--- config.mk ---
export PLATFORM = sky130hd
export DESIGN_NAME = aux_reply_timer
export DESIGN_NICKNAME = d
export VERILOG_FILES = /design/src/rtl/aux_tmo_pkg.sv /design/src/rtl/aux_tmo_setting.sv /design/src/rtl/aux_tmo_counter.sv /design/src/rtl/aux_reply_timer.sv
export SDC_FILE = /design/constraint.sdc
export NUM_CORES = 1
export LEC_CHECK = 0
export ABC_AREA = 1
export CORE_UTILIZATION = 55
export DETAILED_ROUTE_END_ITERATION = 16
export GPL_TIMING_DRIVEN = 0
export PLACE_DENSITY = 0.86
export SYNTH_ARGS = -nofsm -noshare
export SYNTH_HDL_FRONTEND = slang
export SYNTH_SLANG_ARGS = --single-unit
export TNS_END_PERCENT = 100
--- constraint.sdc ---
create_clock -name clk -period 2.52 [get_ports clk]
set_input_delay 0.756 -clock clk [delete_from_list [all_inputs] [get_ports clk]]
set_output_delay 0.756 -clock clk [all_outputs]
set_load 0.02 [all_outputs]
--- src/rtl/aux_tmo_pkg.sv ---
package aux_tmo_pkg;
  localparam int LEN_W      = 7;
  localparam int MUL_W      = 2;
  localparam int LEN_MAX    = 127;
  localparam int DEF_LEN    = 69;
  localparam int BASE_SHIFT = 3;                     // smallest unit is 8 us
  localparam int SPAN_US    = LEN_MAX << BASE_SHIFT; // 1016 us per range step
  localparam int PREV_W     = LEN_W + BASE_SHIFT + (1 << MUL_W) - 1;

  typedef struct packed {
    logic [MUL_W-1:0] mult;
    logic [LEN_W-1:0] len;
  } tmo_set_t;

  // length x unit, in microseconds
  function automatic logic [PREV_W-1:0] decode_us(input tmo_set_t s);
    return PREV_W'(32'(s.len) << (32'(s.mult) + BASE_SHIFT));
  endfunction
endpackage

--- src/rtl/aux_tmo_setting.sv ---
module aux_tmo_setting
  import aux_tmo_pkg::*;
#(
  parameter int US_W = 16
) (
  input  logic              clk,
  input  logic              rst_n,
  input  logic              load_i,
  input  logic [US_W-1:0]   req_us_i,
  output tmo_set_t          set_o,
  output logic [PREV_W-1:0] prev_us_o,
  output logic [PREV_W-1:0] limit_o
);
  localparam int NUM_RANGES = 1 << MUL_W;

  // choose the range, then take the ceiling of the division
  function automatic tmo_set_t encode(input logic [US_W-1:0] us);
    tmo_set_t r;
    int unsigned v, m, sh, q;
    v = 32'(us);
    r.mult = '0;
    r.len  = LEN_W'(DEF_LEN);
    if (v != 0) begin
      m = 0;
      for (int k = 0; k < NUM_RANGES - 1; k++)
        if (v > (SPAN_US << k)) m = k + 1;
      sh = m + BASE_SHIFT;
      q  = (v + (32'd1 << sh) - 32'd1) >> sh;
      if (q > LEN_MAX) q = LEN_MAX;
      r.mult = MUL_W'(m);
      r.len  = LEN_W'(q);
    end
    return r;
  endfunction

  tmo_set_t set_q;
  tmo_set_t set_next;
  logic [PREV_W-1:0] prev_q;

  assign set_next = encode(req_us_i);

  always_ff @(posedge clk or negedge rst_n) begin
    if (!rst_n) begin
      set_q.mult <= '0;
      set_q.len  <= LEN_W'(DEF_LEN);
      prev_q     <= '0;
    end else if (load_i) begin
      prev_q <= decode_us(set_q);
      set_q  <= set_next;
    end
  end

  assign set_o     = set_q;
  assign prev_us_o = prev_q;
  assign limit_o   = decode_us(set_q);

  p_prev_decode_r6: assert property (@(posedge clk) disable iff (!rst_n)
    load_i |=> prev_us_o == PREV_W'(32'($past(set_o.len)) << (32'($past(set_o.mult)) + 3)));
  p_hold_r10: assert property (@(posedge clk) disable iff (!rst_n)
    !load_i |=> $stable(set_o) && $stable(prev_us_o));
  p_len_nonzero_r3: assert property (@(posedge clk) disable iff (!rst_n)
    set_o.len != '0);
endmodule

--- src/rtl/aux_tmo_counter.sv ---
module aux_tmo_counter
  import aux_tmo_pkg::*;
(
  input  logic              clk,
  input  logic              rst_n,
  input  logic              tick_i,
  input  logic              start_i,
  input  logic              reply_i,
  input  logic [PREV_W-1:0] limit_i,
  output logic              expired_o
);
  logic              armed_q;
  logic [PREV_W-1:0] cnt_q;
  logic [PREV_W-1:0] limit_q;
  logic [PREV_W-1:0] cnt_next;
  logic              hit;
  logic              expired_q;

  assign cnt_next = cnt_q + 1'b1;
  assign hit      = armed_q && tick_i && (cnt_next == limit_q);

  always_ff @(posedge clk or negedge rst_n) begin
    if (!rst_n) begin
      armed_q   <= 1'b0;
      cnt_q     <= '0;
      limit_q   <= '0;
      expired_q <= 1'b0;
    end else begin
      expired_q <= hit && !start_i && !reply_i;
      if (start_i) begin
        armed_q <= 1'b1;
        cnt_q   <= '0;
        limit_q <= limit_i;
      end else if (reply_i || hit) begin
        armed_q <= 1'b0;
      end else if (armed_q && tick_i) begin
        cnt_q <= cnt_next;
      end
    end
  end

  assign expired_o = expired_q;

  p_single_pulse_r7: assert property (@(posedge clk) disable iff (!rst_n)
    expired_o |=> !expired_o);
  p_expire_on_tick_r7: assert property (@(posedge clk) disable iff (!rst_n)
    expired_o |-> $past(tick_i));
  p_reply_blocks_r8: assert property (@(posedge clk) disable iff (!rst_n)
    reply_i |=> !expired_o);
  p_restart_quiet_r9: assert property (@(posedge clk) disable iff (!rst_n)
    start_i |=> !expired_o);
endmodule

--- src/rtl/aux_reply_timer.sv ---
module aux_reply_timer
  import aux_tmo_pkg::*;
#(
  parameter int US_W = 16
) (
  input  logic            clk,
  input  logic            rst_n,
  input  logic [US_W-1:0] cfg_us_i,
  input  logic            load_i,
  input  logic            tick_i,
  input  logic            start_i,
  input  logic            reply_i,
  output logic [6:0]      len_o,
  output logic [1:0]      mult_o,
  output logic [12:0]     prev_us_o,
  output logic            expired_o
);
  tmo_set_t          cur_set;
  logic [PREV_W-1:0] limit;
  logic [PREV_W-1:0] prev_us;

  aux_tmo_setting #(.US_W(US_W)) u_setting (
    .clk       (clk),
    .rst_n     (rst_n),
    .load_i    (load_i),
    .req_us_i  (cfg_us_i),
    .set_o     (cur_set),
    .prev_us_o (prev_us),
    .limit_o   (limit)
  );

  aux_tmo_counter u_counter (
    .clk       (clk),
    .rst_n     (rst_n),
    .tick_i    (tick_i),
    .start_i   (start_i),
    .reply_i   (reply_i),
    .limit_i   (limit),
    .expired_o (expired_o)
  );

  assign len_o     = cur_set.len;
  assign mult_o    = cur_set.mult;
  assign prev_us_o = prev_us;
endmodule

==> results by stage <==
Synth:
- Of the synthesized area, sequential elements account for ~25%.
- The synthesized netlist contains 46 unique library cells.
- The proportion of register bits with asynchronous set or reset after synthesis is 100%.
- The synthesis warning total is 0.
- Summed over all instances, the cell type with the most area after synthesis is dfrtp_1.
- Counting flops with a built-in enable in the synthesized netlist gives 0.
- Synthesis handed over a netlist of 794 instances.
- Synthesis produced a netlist with a net count of 856.
- The synthesized design contains 50 register bits.
- After synthesis, the cell types taking the most area are dfrtp_1 24%, nand2_1 23%, ha_1 9.9%.
- The synthesized area divided by synthesized cell count is 6.22 um2.
- The share of the synthesized area in the top cell type is a little under a quarter.
- Summing every instance area after synthesis gives 4940 um2.
- The most used flip-flop cell after synthesis is dfrtp_1.

Outcome:
- The checks that failed: negative setup slack.
- The flow ran to the end, but the final reports show violations.

Worst setup path:
- The arrival time at the worst endpoint is approximately 4.2 ns.
- STA puts the critical path data required time at 2.73 ns.
- In this run the worst path has a maximum fanout of 7.
- Among all stages on the critical path, the largest delay is contributed by ha_4.
- STA classifies the critical path startpoint as an input port.
- By startpoint and endpoint, the worst setup path is classified as input port to register.
- The worst setup path is captured at a register.
- The biggest cell delay along the critical path is 0.29 ns.

Global routing:
- The initial antenna violation count came to 0.
- The via count of the first global-routing pass is 5,086.
- The global-route congestion overflow total is 0.
- For this run, the total global-route usage over all layers was measured as 31.3%.
- Entering global routing, the biggest net connects 43 pins.
- The global-route wire length before repair is 24,100 um.

Floorplan:
- The floorplan has 34 rows.
- The die outline area is 9360 um2.
- The core area is 8720 um2.
- The die outline width is between 90 and 100 um.
- Once the floorplan was initialized, standard cells occupied between 50% and 60% of the core.
- The die extent in y is 96.7 um.
- During I/O placement, the number of pins put on the boundary was 45.

Finish:
- The register area is 1260 um2.
- After the last flow step, the layout net total stands at 944.
- The library cells used most frequently in the layout, excluding fill and tap cells, are 241 x nand2_1, 81 x inv_1, 62 x nand3_1.
- The count of antenna diodes in the layout is 0.
- The number of filler instances in the final layout is around 600.
- Cells with a size suffix above 1 make up between 20% and 30% of the layout.
- The area growth from synthesis to layout is 36.7%.
- Summing all multi-input logic gate instances after layout gives 3940 um2.
- The final cell count without fillers is 991.
- Cells fill 77.4% of the core in the end.
- The most common library cell in the layout ignoring fill and taps is nand2_1.

Place:
- After legalization and detailed placement, the total HPWL measured between 10,000 and 15,000 um.
- Including well taps, the total number of placed cells is roughly 950.
- The worst slack at placement is -2.53 ns.
- The global placement routability congestion is 0.983.
- The count of buffers from port buffering is 43.

Drt:
- The wire length per cell is around 15 um.
- The sum of routed wire length over all layers is between 10,000 and 15,000 um.
- The number of iterations in the first detailed-routing pass is 5.
- The number of vias per cell is 5.43.
- After detailed routing, the number of remaining DRC violations is 0.
- The via total after detailed routing is 5,383.
- The antenna violation net count after detailed routing is 0.
- The number of violations reported at the end of detailed-routing iteration 0 is 395.

Clock network:
- The clock reaches the later pin of the worst-skew pair after 0.32 ns.
- The number of levels in the clock H-tree is 2.
- The maximum root-to-sink buffer count is 2.
- For this design, the sink count on the clock tree is 50.
- The CTS root buffer is clkbuf_8.
- After clock tree synthesis, the clock-pin slew on the worst setup and hold paths is around 0.1 ns.
- Clock tree synthesis inserted a total of 5 buffers.
- The TritonCTS clock tree is done.

Pwr:
- In this run the power density over the cells is 409 nW/um2.
- The total power consumption of the routed design is 2.76 mW.
- In this run the static leakage power is 3.26 nW.
- The maximum resistive drop on vdd is 0.300 mV.

STA:
- In the post-route analysis, the smallest setup slack over all paths is -1.45 ns.
- The slew of the pin with the lowest slew margin is 0.541 ns.
- The worst-case hold slack is ~0.28 ns.
- The fmax is 252 MHz.
- The relative slew slack is 63.8%.
- Setup repair after global routing could not meet its margin everywhere.
- The number of hold violations in the final report came to 0.
- The max-slew violation count came to 0.
- The part of the cycle the worst path needs is 158%.
- The routed design could run at a clock period as short as 3.97 ns.
- Between clock sinks in the finished design, the worst skew comes to 0.0110 ns.
- Setup violations remaining at the end of the flow were counted as 7.

Hold path:
- The worst min-delay path category is input port to asynchronous set/reset pin.

Job:
- The reported max-cap violation count is 0.
## flip-flops by register name, summed over array words and instances (netlist names)
| name | flops |
|---|---|
| u_setting.set_o | 9 |
| u_counter.expired_o | 1 |
| u_counter.armed_q | 1 |
| u_setting.prev_us_o | 13 |
| u_counter.cnt_q | 13 |
| u_counter.limit_q | 13 |
## critical path, delay by kind of cell
family / cells / cell delay, ns
buffers and inverters: 6 / 0.44
and+or+nand+nor: 22 / 2.12
adders and majority gates: 4 / 0.86
## cell type report
| class | count | share of cell area, % |
|---|---|---|
| Multi-Input combinational cell | 616 | 58.4 |
| Sequential cell | 50 | 18.6 |
| Timing Repair Buffer | 83 | 11.1 |
| Inverter | 106 | 6.84 |
| Tap cell | 108 | 2.00 |
| Buffer | 20 | 1.78 |
| Clock buffer | 6 | 1.08 |
| Clock inverter | 2 | 0.222 |
## Yosys cell counts (all sizes together) (3+ instances only)
library cell,count
nand4,9
nand2,313
xnor2,5
nor2,75
inv,103
ha,39
clkbuf,15
xor2,11
nor3,11
nand3,92
dfrtp,47
buf,7
or2,5
clkinv,3
a21oi,10
dfstp,3
a31oi,3
o21ai,27
## timing repair
| action | CTS | global route |
|---|---|---|
| setup endpoints to repair | 17 | 35 |
| pin swaps | 61 | 61 |
| gates resized for setup | 151 | 80 |
| setup buffers | 38 | 3 |
| hold buffers | 0 | 0 |
| cloned | 0 | 0 |
## per-layer routing
| layer | GRT usage [%] | wire, um | up-vias |
|---|---|---|---|
| met1 | 43.6 | 6760 | 2506 |
| li1 | - | - | 2660 |
| met4 | 7.69 | 193 | 0 |
| met2 | 50.7 | 7040 | 195 |
| met5 | 0 | 0 | - |
| met3 | 4.91 | 992 | 22 |
## kinds of logic after synthesis
| logic type | count (synthesis) | synth area share (%) |
|---|---|---|
| AO/OA/AOI/OAI | 45 | 4.84 |
| adder cells (fa/ha/maj) | 40 | 10.3 |
| buffers and inverters | 128 | 10.5 |
| flip-flops | 50 | 25.4 |
| AND/OR/NAND/NOR | 514 | 45.4 |
| XOR/XNOR | 17 | 3.60 |
## metrics by stage
| stage | setup TNS [ns] | area [um2] |
|---|---|---|
| floorplan | -7.98 | 5180 |
| global placement | -50.99 | 5740 |
| detailed placement | -18.22 | 5760 |
| CTS | -8.62 | 6450 |
| global route | -12.94 | 6750 |
| finish | -9.86 | 6750 |
## power breakdown
part	internal [mW]	switching [mW]
Combinational	0.529	0.813
Sequential	0.883	0.0637
Clock	0.196	0.279
## final timing paths
check                                        start  slack [ns]  cells after the start                endpoint
min in group clk                 u_counter.armed_q        0.48                      2       u_counter.armed_q
worst max-delay path                  cfg_us_i[15]       -1.45                     32      u_setting.set_o[1]
worst min register to register   u_counter.armed_q        0.48                      2       u_counter.armed_q
worst max register to register  u_setting.set_o[7]        0.04                     10  u_setting.prev_us_o[8]
worst min-delay path                         rst_n        0.28                      1      u_counter.cnt_q[4]
max in group asynchronous                    rst_n        1.67                      2      u_setting.set_o[6]
Note: power is estimated with default switching activity, not from simulation.
